[config.mk]
export PLATFORM = sky130hd
export DESIGN_NAME = gs_divider
export DESIGN_NICKNAME = d
export VERILOG_FILES = /design/src/rtl/gs_pkg.sv /design/src/rtl/gs_seed_rom.sv /design/src/rtl/gs_mul.sv /design/src/rtl/gs_ctrl.sv /design/src/rtl/gs_divider.sv
export SDC_FILE = /design/constraint.sdc
export NUM_CORES = 1
export LEC_CHECK = 0
export BUFFER_PORTS_ARGS = -buffer_cell sky130_fd_sc_hd__buf_2
export CORE_MARGIN = 2
export CORE_UTILIZATION = 40
export DETAILED_ROUTE_END_ITERATION = 7
export PLACE_DENSITY = 0.58
export SYNTH_ARGS = -nofsm -noshare
export SYNTH_HDL_FRONTEND = slang
export SYNTH_SLANG_ARGS = --single-unit
[constraint.sdc]
create_clock -name clk -period 10 [get_ports clk]
set_input_delay 1.5 -clock clk [delete_from_list [all_inputs] [get_ports clk]]
set_output_delay 1.5 -clock clk [all_outputs]
set_load 0.02 [all_outputs]
[src/rtl/gs_pkg.sv]
`timescale 1ns/1ps
package gs_pkg;

    typedef enum logic [2:0] {
        ST_IDLE,
        ST_LOOKUP,
        ST_SCALE_D,
        ST_SCALE_N,
        ST_ITER_D,
        ST_ITER_N,
        ST_FINAL,
        ST_DONE
    } gs_state_e;

    // Reciprocal of the midpoint of seed interval i, with M-1 fraction bits.
    // The midpoint is 1 + (2i+1)/2^(K+1); the value is rounded to nearest.
    function automatic longint seed_value(input int m, input int k, input int i);
        longint den;
        longint num;
        den = (longint'(1) << (k + 1)) + longint'(2 * i + 1);
        num = longint'(1) << (m + k);
        return (2 * num + den) / (2 * den);
    endfunction

endpackage

[src/rtl/gs_seed_rom.sv]
`timescale 1ns/1ps
module gs_seed_rom
    import gs_pkg::*;
#(
    parameter int M = 16,
    parameter int K = 4
) (
    input  logic [K-1:0] idx,
    output logic [M-1:0] seed
);
    localparam int ENTRIES = 2 ** K;

    logic [M-1:0] tbl [ENTRIES];

    for (genvar i = 0; i < ENTRIES; i++) begin : g_ent
        localparam logic [M-1:0] SV = M'(seed_value(M, K, i));
        assign tbl[i] = SV;
    end

    assign seed = tbl[idx];
endmodule

[src/rtl/gs_mul.sv]
`timescale 1ns/1ps
module gs_mul #(
    parameter int M = 16
) (
    input  logic [M-1:0]   x,
    input  logic [M-1:0]   y,
    output logic [2*M-1:0] p
);
    assign p = {{M{1'b0}}, x} * {{M{1'b0}}, y};
endmodule

[src/rtl/gs_ctrl.sv]
`timescale 1ns/1ps
module gs_ctrl
    import gs_pkg::*;
#(
    parameter int MAX_ITER = 2
) (
    input  logic      clk,
    input  logic      rst,
    input  logic      start,
    output gs_state_e state,
    output logic      last_iter,
    output logic      busy,
    output logic      done
);
    localparam int IW = $clog2(MAX_ITER + 1);

    logic [IW-1:0] iter;
    gs_state_e     nxt;

    assign last_iter = (iter == IW'(MAX_ITER - 1));
    assign busy      = (state != ST_IDLE);
    assign done      = (state == ST_DONE);

    always_comb begin
        nxt = state;
        case (state)
            ST_IDLE:    if (start) nxt = ST_LOOKUP;
            ST_LOOKUP:  nxt = ST_SCALE_D;
            ST_SCALE_D: nxt = ST_SCALE_N;
            ST_SCALE_N: nxt = ST_ITER_D;
            ST_ITER_D:  nxt = ST_ITER_N;
            ST_ITER_N:  nxt = last_iter ? ST_FINAL : ST_ITER_D;
            ST_FINAL:   nxt = ST_DONE;
            default:    nxt = ST_IDLE;
        endcase
    end

    always_ff @(posedge clk) begin
        if (rst) begin
            state <= ST_IDLE;
            iter  <= '0;
        end else begin
            state <= nxt;
            if (state == ST_SCALE_N)
                iter <= '0;
            else if (state == ST_ITER_N && !last_iter)
                iter <= iter + 1'b1;
        end
    end
endmodule

[src/rtl/gs_divider.sv]
`timescale 1ns/1ps
module gs_divider
    import gs_pkg::*;
#(
    parameter int M        = 16,
    parameter int K        = 4,
    parameter int MAX_ITER = 2,
    parameter int CORR     = 1
) (
    input  logic         clk,
    input  logic         rst,
    input  logic         start,
    input  logic [M-1:0] dividend,
    input  logic [M-1:0] divisor,
    output logic         busy,
    output logic         done,
    output logic [M-1:0] quotient
);
    localparam int PW = 2 * M;
    localparam logic [PW:0] FIN_ADD = ((PW+1)'(CORR) << (M - 1)) + ((PW+1)'(1) << (M - 2));
    localparam logic [PW:0] TOP_CODE = (PW+1)'({M{1'b1}});

    typedef struct packed {
        logic [M-1:0] a;
        logic [M-1:0] b;
        logic [M-1:0] t;
        logic [M-1:0] d;
        logic [M-1:0] n;
        logic [M-1:0] r;
    } work_t;

    work_t         w;
    logic [PW-1:0] wide;
    gs_state_e     state;
    logic          last_iter;
    logic [M-1:0]  seed;
    logic [M-1:0]  mx;
    logic [M-1:0]  my;
    logic [PW-1:0] prod;

    gs_ctrl #(.MAX_ITER(MAX_ITER)) u_ctrl (
        .clk       (clk),
        .rst       (rst),
        .start     (start),
        .state     (state),
        .last_iter (last_iter),
        .busy      (busy),
        .done      (done)
    );

    gs_seed_rom #(.M(M), .K(K)) u_rom (
        .idx  (w.b[M-2 -: K]),
        .seed (seed)
    );

    gs_mul #(.M(M)) u_mul (
        .x (mx),
        .y (my),
        .p (prod)
    );

    // Drop the low M-1 product bits; clamp if the value reached 2.0.
    function automatic logic [M-1:0] fold(input logic [PW-1:0] p);
        logic [PW:0] s;
        s = {1'b0, p} >> (M - 1);
        if (s > TOP_CODE) return '1;
        return s[M-1:0];
    endfunction

    // Full-width last product plus correction and half-ulp rounding.
    function automatic logic [M-1:0] finish(input logic [PW-1:0] p);
        logic [PW:0] s;
        s = ({1'b0, p} + FIN_ADD) >> (M - 1);
        if (s > TOP_CODE) return '1;
        return s[M-1:0];
    endfunction

    always_comb begin
        mx = '0;
        my = '0;
        case (state)
            ST_SCALE_D: begin mx = w.b; my = w.t;  end
            ST_SCALE_N: begin mx = w.a; my = w.t;  end
            ST_ITER_D:  begin mx = w.d; my = ~w.d; end
            ST_ITER_N:  begin mx = w.n; my = w.r;  end
            default: ;
        endcase
    end

    always_ff @(posedge clk) begin
        if (rst) begin
            w        <= '0;
            wide     <= '0;
            quotient <= '0;
        end else begin
            case (state)
                ST_IDLE: if (start) begin
                    w.a <= dividend;
                    w.b <= divisor;
                end
                ST_LOOKUP:  w.t <= seed;
                ST_SCALE_D: w.d <= fold(prod);
                ST_SCALE_N: w.n <= fold(prod);
                ST_ITER_D: begin
                    w.r <= ~w.d;
                    w.d <= fold(prod);
                end
                ST_ITER_N: begin
                    if (last_iter) wide <= prod;
                    else           w.n  <= fold(prod);
                end
                ST_FINAL: quotient <= finish(wide);
                default: ;
            endcase
        end
    end
endmodule

# Word level (Yosys, flattened, before mapping)
# Memories as Yosys holds them, arrays and structs flattened. A register that Yosys moved wholly into a read port is not among the register bits.
# Index checks and enable logic that the tools add are counted.
# classes
bitwise_logic	2
multipliers	1
div	0
n_eq_ne	10
n_addsub	2
muxes	28
shift	0
n_reduce_logical	11
magnitude_cmp	2
# ops
operator	n
16-bit two-way mux	8
16-bit one-hot mux with 2 select lines	2
16-bit one-hot mux with 4 select lines	1
16-bit one-hot mux with 3 select lines	1
32-bit by 16-bit adder with 33-bit output (second input constant)	1
16-bit by 16-bit multiplier with 32-bit output	1
3-bit one-hot mux with 7 select lines	1
18-bit by 16-bit > comparator with 1-bit output (second input constant)	1
17-bit by 16-bit > comparator with 1-bit output (second input constant)	1
16-bit NOT	1
1-bit two-way mux	13
3-bit equality test (second input constant)	4
3-bit by 2-bit equality test with 1-bit output (second input constant)	2
2-bit AND reduction	3
4-bit NOT with 5-bit output	1
2-bit inequality test (second input constant)	2
2-bit nonzero test	2
2-bit OR reduction	2
3-bit by 1-bit equality test with 1-bit output (second input constant)	1
3-bit logical NOT	1
3-bit two-way mux	1
3-bit nonzero test	1
2-bit by 1-bit adder with 2-bit output (second input constant)	1
2-bit by 1-bit equality test with 1-bit output (second input constant)	1
3 further kinds	3
# totals
mem_bits_ro	256
input_bits	35
reg_bits	133
latchBits	0
out_inout_bits	18
mem_bits_rw	0
n_memories	1
# memory_table
memory	words	word_bits	rd	rd_ports_with_merged_regs	wr	line	source
(no name shown)	16	16	1	1	0	gs_seed_rom.sv:20	assign seed = tbl[idx];

# Depth between registers and ports, before layout
# Gate-level depths: netlist (run 1).
# depth
word_depth	12
ltp_mapped	30

# Hierarchy
# A second synthesis (run 1) with hierarchy kept.
# hier_totals
cells_unflattened	1831
hier_area_um2	15074.5
# modules_own_cells
module	n_inst	area_per_inst_um2	cells_each
gs_mul	1	8584.5	997
gs_divider	1	5816.8	744
gs_seed_rom	1	389.1	58
gs_ctrl	1	284.0	32

# Worst setup path before layout (run 1)
# No wires, ideal clock.
# synth_path
kind	flip-flop to flip-flop
start	register u_ctrl.state[0]
end	register w[45] (netlist name)
required_ns	9.909
path_stages_with_launch	26
setup_slack_ns	2.730
arrival_ns	7.179
synth_period_minus_slack_ns	7.270
cell_sequence	dfxtp_1 -> buf_2 -> buf_2 -> clkbuf_1 -> clkbuf_1 -> o21ai_0 -> a22oi_1 -> nor2_1 -> fa_1 -> fa_1 -> fa_1 -> fa_1 -> fa_1 -> inv_1 -> fa_1 -> inv_1 -> ha_1 -> buf_2 -> a21oi_1 -> o21ai_0 -> a22oi_1 -> a211oi_1 -> a311o_2 -> xnor2_4 -> buf_6 -> a311oi_1
# synth_between
elab_chain_len	10
# synth_rtl
item	line	source
start: declaration	gs_ctrl.sv:10	output gs_state_e state,
start signal: assignment	gs_ctrl.sv:43	state <= nxt;
3-bit by 2-bit equality test with 1-bit output, on equally long branches	gs_divider.sv:81, gs_divider.sv:96	
2-bit OR reduction (no source line)	n/a	
16-bit one-hot mux with 3 select lines	gs_divider.sv:81	case (state)
16-bit by 16-bit multiplier with 32-bit output	gs_mul.sv:9	assign p = {{M{1'b0}}, x} * {{M{1'b0}}, y};
17-bit by 16-bit > comparator with 1-bit output	gs_divider.sv:66	if (s > TOP_CODE) return '1;
1-bit two-way mux	gs_divider.sv:66	
1-bit two-way mux	gs_divider.sv:96	case (state)
1-bit two-way mux	gs_divider.sv:91	if (rst) begin
16-bit two-way mux	gs_divider.sv:67	return s[M-1:0];
16-bit one-hot mux with 2 select lines	gs_divider.sv:96	
end: declaration	gs_divider.sv:32	work_t w;
# Parallel ways exist; a longest one is shown, timed or not. The select of a mux whose other input is x is not followed.
# A chain may end at the register's enable or synchronous reset.

# Worst setup path in the final report (run 1)
# layout_path
start	register u_ctrl.state[1]
end	register w[35] (netlist name)
# The elaborated chain is that of the path after synthesis.

==> flow_metrics.tcl, run 1 <==
set metrics [dict create \
    min_path_type "reg -> reg" \
    grt_max_degree 78 \
    timing.rr.start "u_ctrl.state[1]" \
    vias 13300 \
    synth.cell_area_um2 15000 \
    cts_setup_buffers 0 \
    crit_type "reg -> reg" \
    synth_edf_count 0 \
    crit_buf_inv 4 \
    ys_seq_area_share_pct 17.9 \
    drcViolationCount 0 \
    skew_ns 0.00897 \
    cp-start-kind "flip-flop" \
    grt_first_pass_wirelength_um 75800 \
    worst_ir_drop_vdd_mv 0.112 \
    critPathMaxStageDelay_ns 0.81 \
    wl_per_cell_um 21.1 \
    dieArea_um2 39100 \
    tritoncts "yes" \
    fmax_mhz 110 \
    first_pass_iters 5 \
    vias_per_cell 5.71 \
    hpwl_um 39800 \
    cp-end-kind "flip-flop" \
    cp_slowest_cell "a21oi_1" \
    initial_utilization_pct 40.8 \
    ys_ff_latch 134 \
    critical_path.top_delay_family "adder cells" \
    worstPathMaxFanout 33 \
    htree_levels 4 \
    path_clk_slew_ns 0.06 \
    ios 53 \
    p_per_area_nw_per_um2 98.2 \
    r2r_slack_ns 0.94 \
    cap_violations 0 \
    layout_min_cycle_time_ns 9.06 \
    cts_buffers 17 \
    antenna_found_initial 0 \
    grt_use_total_pct 25.9 \
    worstHoldStart "w[83]" \
    insertion_delay_ns 0.43 \
    clk_path_buf_depth 2 \
    timing.rr.end "w[35]" \
    hold_violations 0 \
    whs_ns 0.469 \
    cts_root_buf "clkbuf_16" \
    area_growth_pct 8.12 \
    worstPathRequired_ns 10.26 \
    fp.coreArea_um2 36800 \
    die_w_um 198 \
    numClockSinks 134 \
    slew_violations 0 \
    ant_nets 0 \
    wl_um 49100 \
    crit_chain "and2b_1 > buf_4 > a221oi_1 > a21oi_1 > nand2_1 > fa_1 > fa_1 > fa_1 > fa_1 > inv_1 > fa_1 > inv_1 > fa_1 > inv_1 > ha_1 > a21oi_1 > o21ai_1 > a22oi_1 > a211oi_1 > a311o_2 > xnor2_4 > a311oi_1" \
    grt_pass1_vias 12600 \
    fin_nets 2179 \
    grt_overflow 0 \
    drt_iter0_drc 1113 \
    synth-warning-count 0 \
    die_h_um 198 \
    num_rows 70 \
    path_common_cell "fa_1" \
    syn-num-nets 2177 \
    synthCells 1839 \
    min_path_cells 2 \
    arrival_ns 9.32 \
    port_buffers 52 \
    cts_hold_buf 0 \
    post_cts_resized 0 \
    antenna_cells 0 \
    power.leakage_uw 0.00692 \
    setup_tns_ns 0 \
    worstHoldEndpoint "w[83]" \
    setup_viol 0 \
    postSynthAreaPerCell_um2 8.16 \
    worst_slew_pin_slew_ns 1.20 \
    synthDistinctLibCells 71 \
    synth_ff_type "dfxtp_1" \
    r2r_cells 22 \
    rsz0062_at_grt "no" \
    slew_headroom_pct 20.0 \
    finalWeightedCongestion 0.933 \
    outcome "finished clean" \
    ys_async_sr_fraction_pct 0 \
    layout-drive-gt1-share_pct 7.12 \
    fin_crit_sh_pct 90.6 \
]
==> sequential cells by signal, summed over array words and instances (netlist names) <==
signal and cells:
w 95, wide 18, quotient 16, u_ctrl.iter 2
u_ctrl.state 3
==> per-stage QoR <==
step                      instance area [um^2]  util, %  setup WS (ns)  cells  total power, uW
final                                    16200     44.1          0.944   2322             1590
after global routing                     16200     44.1          0.545   2322             1660
after CTS                                16200     44.1           1.15   2322             1600
after detailed placement                 15600     42.5           1.15   2290              985
after global placement                   15600     42.5           1.23   2290              980
after floorplan                          15000        -           2.73   1839              849
==> cell usage after synthesis (22+ instances only) <==
cell type | count | area share [%]
nor3_1 | 22 | 0.73
a21oi_1 | 89 | 3.0
nand2b_1 | 22 | 0.92
dfxtp_1 | 134 | 18
a311oi_1 | 32 | 1.9
inv_1 | 236 | 5.9
o21ai_0 | 36 | 1.2
fa_1 | 193 | 26
ha_1 | 110 | 9.2
nand3_1 | 29 | 0.97
nand2_1 | 277 | 6.9
nor2_1 | 253 | 6.3
a211oi_1 | 43 | 2.2
clkbuf_1 | 72 | 1.8
==> cell type report <==
type,instances,area (um^2)
Tap cell,468,586
Sequential cell,134,2680
Inverter,236,886
Multi-Input combinational cell,1371,11000
Timing Repair Buffer,81,480
Fill cell,3681,20600
Clock buffer,17,425
Clock inverter,15,149
==> where the power goes <==
group	internal [uW]	switching, uW
combinational	112	246
sequential	570	54.8
clock	333	278
total	1010	579
==> layer usage <==
metal	part of all wire [%]	up-vias	GRT usage, %	wire length, um
li1	-	6108	-	-
met2	43	529	38.1	21200
met3	8.1	70	5.81	3980
met4	3.1	0	8.41	1540
met1	45	6560	37.4	22300
met5	0	-	0	0
==> cell families after synthesis <==
family,Yosys count,synth area share [%]
AND/OR/NAND/NOR,686,19.7
AO/OA/AOI/OAI,349,16.5
buffers and inverters,334,8.77
adder cells (fa/ha/maj),303,34.9
flip-flops,134,17.9
XOR/XNOR,22,1.41
multiplexers,11,0.759
==> worst register-to-register path: cells and delay by family (launching register included) <==
family | cells | cell delay (ns)
DFF | 1 | 0.52
AOI/OAI and AO/OA | 8 | 2.68
and+or+nand+nor | 2 | 0.88
adders and majority gates | 7 | 3.52
xor gates and xnor gates | 1 | 0.75
buffers and inverters | 4 | 0.53
==> cells in the final DEF (no fill, tap or decap), types with 7 or more instances in the layout <==
master / count
fa_1: 193
buf_2: 51
nand3b_1: 7
dfxtp_1: 133
a22o_1: 13
mux2i_1: 8
nor2b_1: 9
and2_1: 13
buf_4: 30
nand2_1: 277
xnor2_1: 9
xor2_1: 12
ha_1: 110
nand2b_1: 22
a221oi_1: 11
a211oi_1: 43
and3_1: 8
o21a_1: 8
a311oi_1: 32
or3_1: 8
nor2_1: 252
inv_1: 236
a21oi_1: 88
o21ai_0: 36
clkbuf_16: 17
nor3_1: 22
nand4_1: 18
nand3_1: 29
a21o_1: 15
a221o_1: 9
o211ai_1: 17
a22oi_1: 17
==> worst max-delay path by stage <==
stage	from	end	slack, ns	depth (start not counted)
final	u_ctrl.state[1]	w[35]	0.94	22
after CTS	u_ctrl.state[1]	w[35]	1.15	22
after floorplan	u_ctrl.state[0]	w[45]	2.73	25
after detailed placement	u_ctrl.state[1]	w[43]	1.15	22
after global placement	u_ctrl.state[1]	w[39]	1.23	22
after global routing	u_ctrl.state[2]	w[35]	0.54	25
Power figures use the tool's default switching activity.
==> run 2, diff against run 1 <==
Settings changed: RECOVER_POWER set to 50.
==> flow_metrics.tcl, run 2 (synthesis results as in run 1) <==
set metrics [dict create \
    crit_chain "and2b_1 > buf_4 > a221oi_1 > a21oi_1 > nand2_1 > fa_1 > fa_1 > fa_1 > fa_1 > inv_1 > fa_1 > inv_1 > fa_1 > inv_1 > ha_1 > a21oi_1 > o21ai_1 > a22oi_1 > a211oi_1 > a311o_2 > xnor2_4 > a311oi_1" \
    ios 53 \
    first_pass_iters 6 \
    ant_nets 0 \
    final_cells 2322 \
    hold_violations 0 \
    slew_violations 62 \
    grt_overflow 0 \
    layout-drive-gt1-share_pct 6.20 \
    r2r_cells 22 \
    timing.rr.start "u_ctrl.state[1]" \
    r2r_slack_ns 0.94 \
    cp-end-kind "flip-flop" \
    worstHoldEndpoint "w[83]" \
    path_common_cell "fa_1" \
    wl_um 49000 \
    slew_headroom_pct -83.8 \
    wl_per_cell_um 21.1 \
    num_rows 70 \
    cts_buffers 17 \
    worstPathMaxFanout 33 \
    cts_hold_buf 0 \
    grt_max_degree 78 \
    grt_use_total_pct 25.9 \
    cts_setup_buffers 0 \
    fin_nets 2179 \
    path_clk_slew_ns 0.06 \
    antenna_cells 0 \
    setup_tns_ns 0 \
    grt_first_pass_wirelength_um 75800 \
    layout.cells.most_common "nand2_1" \
    numClockSinks 134 \
    cp-start-kind "flip-flop" \
    antenna_found_initial 0 \
    crit_type "reg -> reg" \
    critPathMaxStageDelay_ns 0.83 \
    fp.coreArea_um2 36800 \
    drt_iter0_drc 1134 \
    min_path_type "reg -> reg" \
    cp_slowest_cell "a21oi_1" \
    min_path_cells 2 \
    insertion_delay_ns 0.43 \
    largest_reg_flops 95 \
    clk_path_buf_depth 2 \
    grt_pass1_vias 12600 \
    regMostFlops "w" \
    vias 13300 \
    cts_root_buf "clkbuf_16" \
    power.leakage_uw 0.00684 \
    p_per_area_nw_per_um2 98.4 \
    worst_slew_pin_slew_ns 2.76 \
    skew_ns 0.00926 \
    port_buffers 52 \
    outcome "finished, violations left" \
    failed_checks "capacitance limit, slew limit" \
    tritoncts "yes" \
    area_growth_pct 7.96 \
    die_w_um 198 \
    place_inst 2290 \
    fin_crit_sh_pct 90.6 \
    crit_buf_inv 4 \
    hpwl_um 39800 \
    dieArea_um2 39100 \
    drcViolationCount 0 \
    finalWeightedCongestion 0.933 \
    reg.largest.list "w: 95 flops, wide: 18 flops, quotient: 16 flops" \
    timing.rr.end "w[35]" \
    critical_path.top_delay_family "adder cells" \
    worstPathRequired_ns 10.26 \
    arrival_ns 9.32 \
    vias_per_cell 5.71 \
    worstHoldStart "w[83]" \
    htree_levels 4 \
    post_cts_resized 0 \
    final_cell_mix "nand2_1, nor2_1, inv_1" \
    setup_viol 0 \
    fmax_mhz 110 \
    layout_min_cycle_time_ns 9.06 \
    rsz0062_at_grt "no" \
    cap_violations 1 \
    worst_ir_drop_vdd_mv 0.112 \
    initial_utilization_pct 40.8 \
    final.fill_count 3682 \
    die_h_um 198 \
]
-- run 2: cell count changes in the layout (fill, tap and decap cells not counted) --
| cell | change |
|---|---|
| clkbuf_1 | +17 |
| buf_4 | -1 |
| buf_2 | -16 |
-- run 2: per-layer routing --
metal  vias up  GRT usage [%]  wire [um]  share of wire [%]
li1       6106              -          -                  -
met1      6548           37.4      22200                 45
met2       529           38.1      21100                 43
met3        73           5.81       4100                8.4
met4         0           8.41       1560                3.2
met5         -              0          0                  0
-- run 2: cell type report --
type                    count  area, um^2  share of cell area, %
clock buffers              17         425                   2.63
flip-flops and latches    134        2680                   16.6
multi-input cells        1371       11000                   68.0
clock inverters            15         149                  0.919
well taps                 468         586                   3.62
repair buffers             81         457                   2.82
inverters                 236         886                   5.47
-- run 2: worst max path at each step --
stage	from	to	slack (ns)	cells past startpoint
3_3_place_gp	u_ctrl.state[1]	w[39]	1.23	22
4_1_cts	u_ctrl.state[1]	w[35]	1.15	22
6_report	u_ctrl.state[1]	w[35]	0.94	22
3_5_place_dp	u_ctrl.state[1]	w[43]	1.15	22
2_1_floorplan	u_ctrl.state[0]	w[45]	2.73	25
5_1_grt	u_ctrl.state[2]	w[35]	0.54	25
-- run 2: report_power, final --
group	switching (uW)	internal (uW)	total, uW
Sequential	54.6	570	625
Combinational	246	112	357
Clock	279	333	611
Total	579	1010	1590
-- run 2: metrics by stage --
stage                     hold slack (ns)  total power, uW  utilization (%)  worst slack, ns  instance area [um^2]
after floorplan                     0.431              849                -             2.73                 15000
after global placement              0.454              980             42.5             1.23                 15600
after detailed placement            0.463              985             42.5             1.15                 15600
after CTS                           0.472             1600             44.1             1.15                 16200
after global routing                0.493             1660             44.0            0.545                 16200
final                               0.470             1590             44.0            0.940                 16200
-- run 2: worst min-delay path, delay by kind of cell (launching register included) --
| family | cells | cell delay, ns |
|---|---|---|
| AO/OA/AOI/OAI | 1 | 0.05 |
| flip-flops | 1 | 0.31 |
| AND/OR/NAND/NOR | 1 | 0.06 |
==> run 3, diff against run 2 <==
Settings changed: CORE_MARGIN 2 to not set.
==> flow_metrics.tcl, run 3 (synthesis results as in run 1) <==
set metrics [dict create \
    outcome "finished, violations left" \
    failed_checks "capacitance limit, slew limit" \
    area_growth_pct 8.60 \
    initial_utilization_pct 40.8 \
    largest_reg_flops 95 \
    layout_min_cycle_time_ns 8.74 \
    arrival_ns 8.91 \
    grt_first_pass_wirelength_um 75600 \
    fp.coreArea_um2 36800 \
    path_common_cell "fa_1" \
    num_rows 70 \
    grt_overflow 0 \
    cap_violations 2 \
    worst_ir_drop_vdd_mv 0.115 \
    cp-end-kind "flip-flop" \
    place_area_um2 15700 \
    dieArea_um2 38300 \
    p_per_area_nw_per_um2 100 \
    wl_um 49200 \
    grt_max_degree 77 \
    port_buffers 52 \
    die_w_um 196 \
    ios 53 \
    path_clk_slew_ns 0.07 \
    setup_tns_ns 0 \
    reg.largest.list "w: 95 flops, wide: 18 flops, quotient: 16 flops" \
    antenna_cells 0 \
    fmax_mhz 114 \
    post_cts_resized 0 \
    grt_pass1_vias 12700 \
    antenna_found_initial 0 \
    cp_slowest_cell "o22ai_1" \
    critical_path.top_delay_family "adder cells" \
    critPathMaxStageDelay_ns 0.99 \
    hpwl_um 39600 \
    min_path_type "reg -> reg" \
    clk_path_buf_depth 2 \
    cp-start-kind "flip-flop" \
    ant_nets 0 \
    final_cell_mix "nand2_1, nor2_1, inv_1" \
    power_uw 1640 \
    cts_setup_buffers 0 \
    crit_buf_inv 5 \
    final_area_um2 16300 \
    crit_type "reg -> reg" \
    insertion_delay_ns 0.44 \
    vias_per_cell 5.70 \
    place_inst 2299 \
    cts_hold_buf 0 \
    htree_levels 4 \
    numClockSinks 134 \
    fin_nets 2188 \
    slew_violations 140 \
    worst_slew_pin_slew_ns 3.38 \
    crit_chain "buf_4 > a21boi_0 > o22ai_1 > nand2_1 > fa_1 > fa_1 > inv_1 > fa_1 > fa_1 > fa_1 > inv_1 > fa_1 > inv_1 > ha_1 > nand2_1 > o21ai_0 > a22oi_1 > a211oi_1 > a311o_2 > xnor2_4 > buf_4 > a311oi_1" \
    layout-drive-gt1-share_pct 6.60 \
    die_h_um 196 \
    drcViolationCount 0 \
    power.leakage_uw 0.00690 \
    final_cells 2331 \
    skew_ns 0.0155 \
    drt_iter0_drc 1185 \
    slew_headroom_pct -126 \
    worstPathRequired_ns 10.18 \
    setup_viol 0 \
    rsz0062_at_grt "no" \
    tritoncts "yes" \
    vias 13300 \
    hold_violations 0 \
    regMostFlops "w" \
    fin_crit_sh_pct 87.4 \
    cts_root_buf "clkbuf_16" \
    cts_buffers 17 \
    first_pass_iters 5 \
    worstPathMaxFanout 36 \
    layout.cells.most_common "nand2_1" \
    grt_use_total_pct 26.2 \
    finalWeightedCongestion 0.939 \
    wl_per_cell_um 21.1 \
]
==> run 3: area by class of cell <==
cell class                 instances  area (um^2)
clock buffer                      17          425
sequential                       134         2680
clock inverter                    15          181
fill                            3719        20500
tap                              468          586
timing repair buffer              90          520
inverter                         236          886
multi-input combinational       1371        11000
==> run 3: through the flow <==
step	util (%)	worst slack (ns)	hold WS, ns
6_report	44.3	1.26	0.469
5_1_grt	44.3	0.763	0.484
4_1_cts	44.4	1.45	0.465
3_5_place_dp	42.7	1.48	0.456
3_3_place_gp	42.7	1.52	0.451
2_1_floorplan	-	2.73	0.431
==> run 3: worst register-to-register path, stage by stage, from the launching register on <==
cell	delay, ns
dfxtp_2	0.77
buf_4	0.43
a21boi_0	0.20
o22ai_1	0.99
nand2_1	0.19
fa_1	0.54
fa_1	0.51
inv_1	0.06
fa_1	0.48
fa_1	0.52
fa_1	0.55
inv_1	0.06
fa_1	0.54
inv_1	0.05
ha_1	0.49
nand2_1	0.15
o21ai_0	0.51
a22oi_1	0.28
a211oi_1	0.28
a311o_2	0.22
xnor2_4	0.13
buf_4	0.35
a311oi_1	0.18
==> run 3: path summary, 6_finish.rpt <==
check                           slack (ns)  depth (start not counted)             from    end
worst max register to register        1.26                         22  u_ctrl.state[0]  w[38]
worst min register to register        0.47                          1            w[44]  w[12]
worst max-delay path                  1.26                         22  u_ctrl.state[0]  w[38]
worst min-delay path                  0.47                          1            w[44]  w[12]
==> run 3: routing by layer <==
layer	routed length, um	global-route usage [%]	vias up
met5	0	0	-
met3	3740	4.02	79
met1	22200	38.0	6552
li1	-	-	6141
met4	1600	9.09	0
met2	21700	39.6	519
==> run 3: power breakdown <==
part | switching (uW) | internal (uW) | total [uW]
sequential | 52.4 | 570 | 622
combinational | 253 | 114 | 367
clock | 287 | 360 | 647
total | 593 | 1040 | 1640
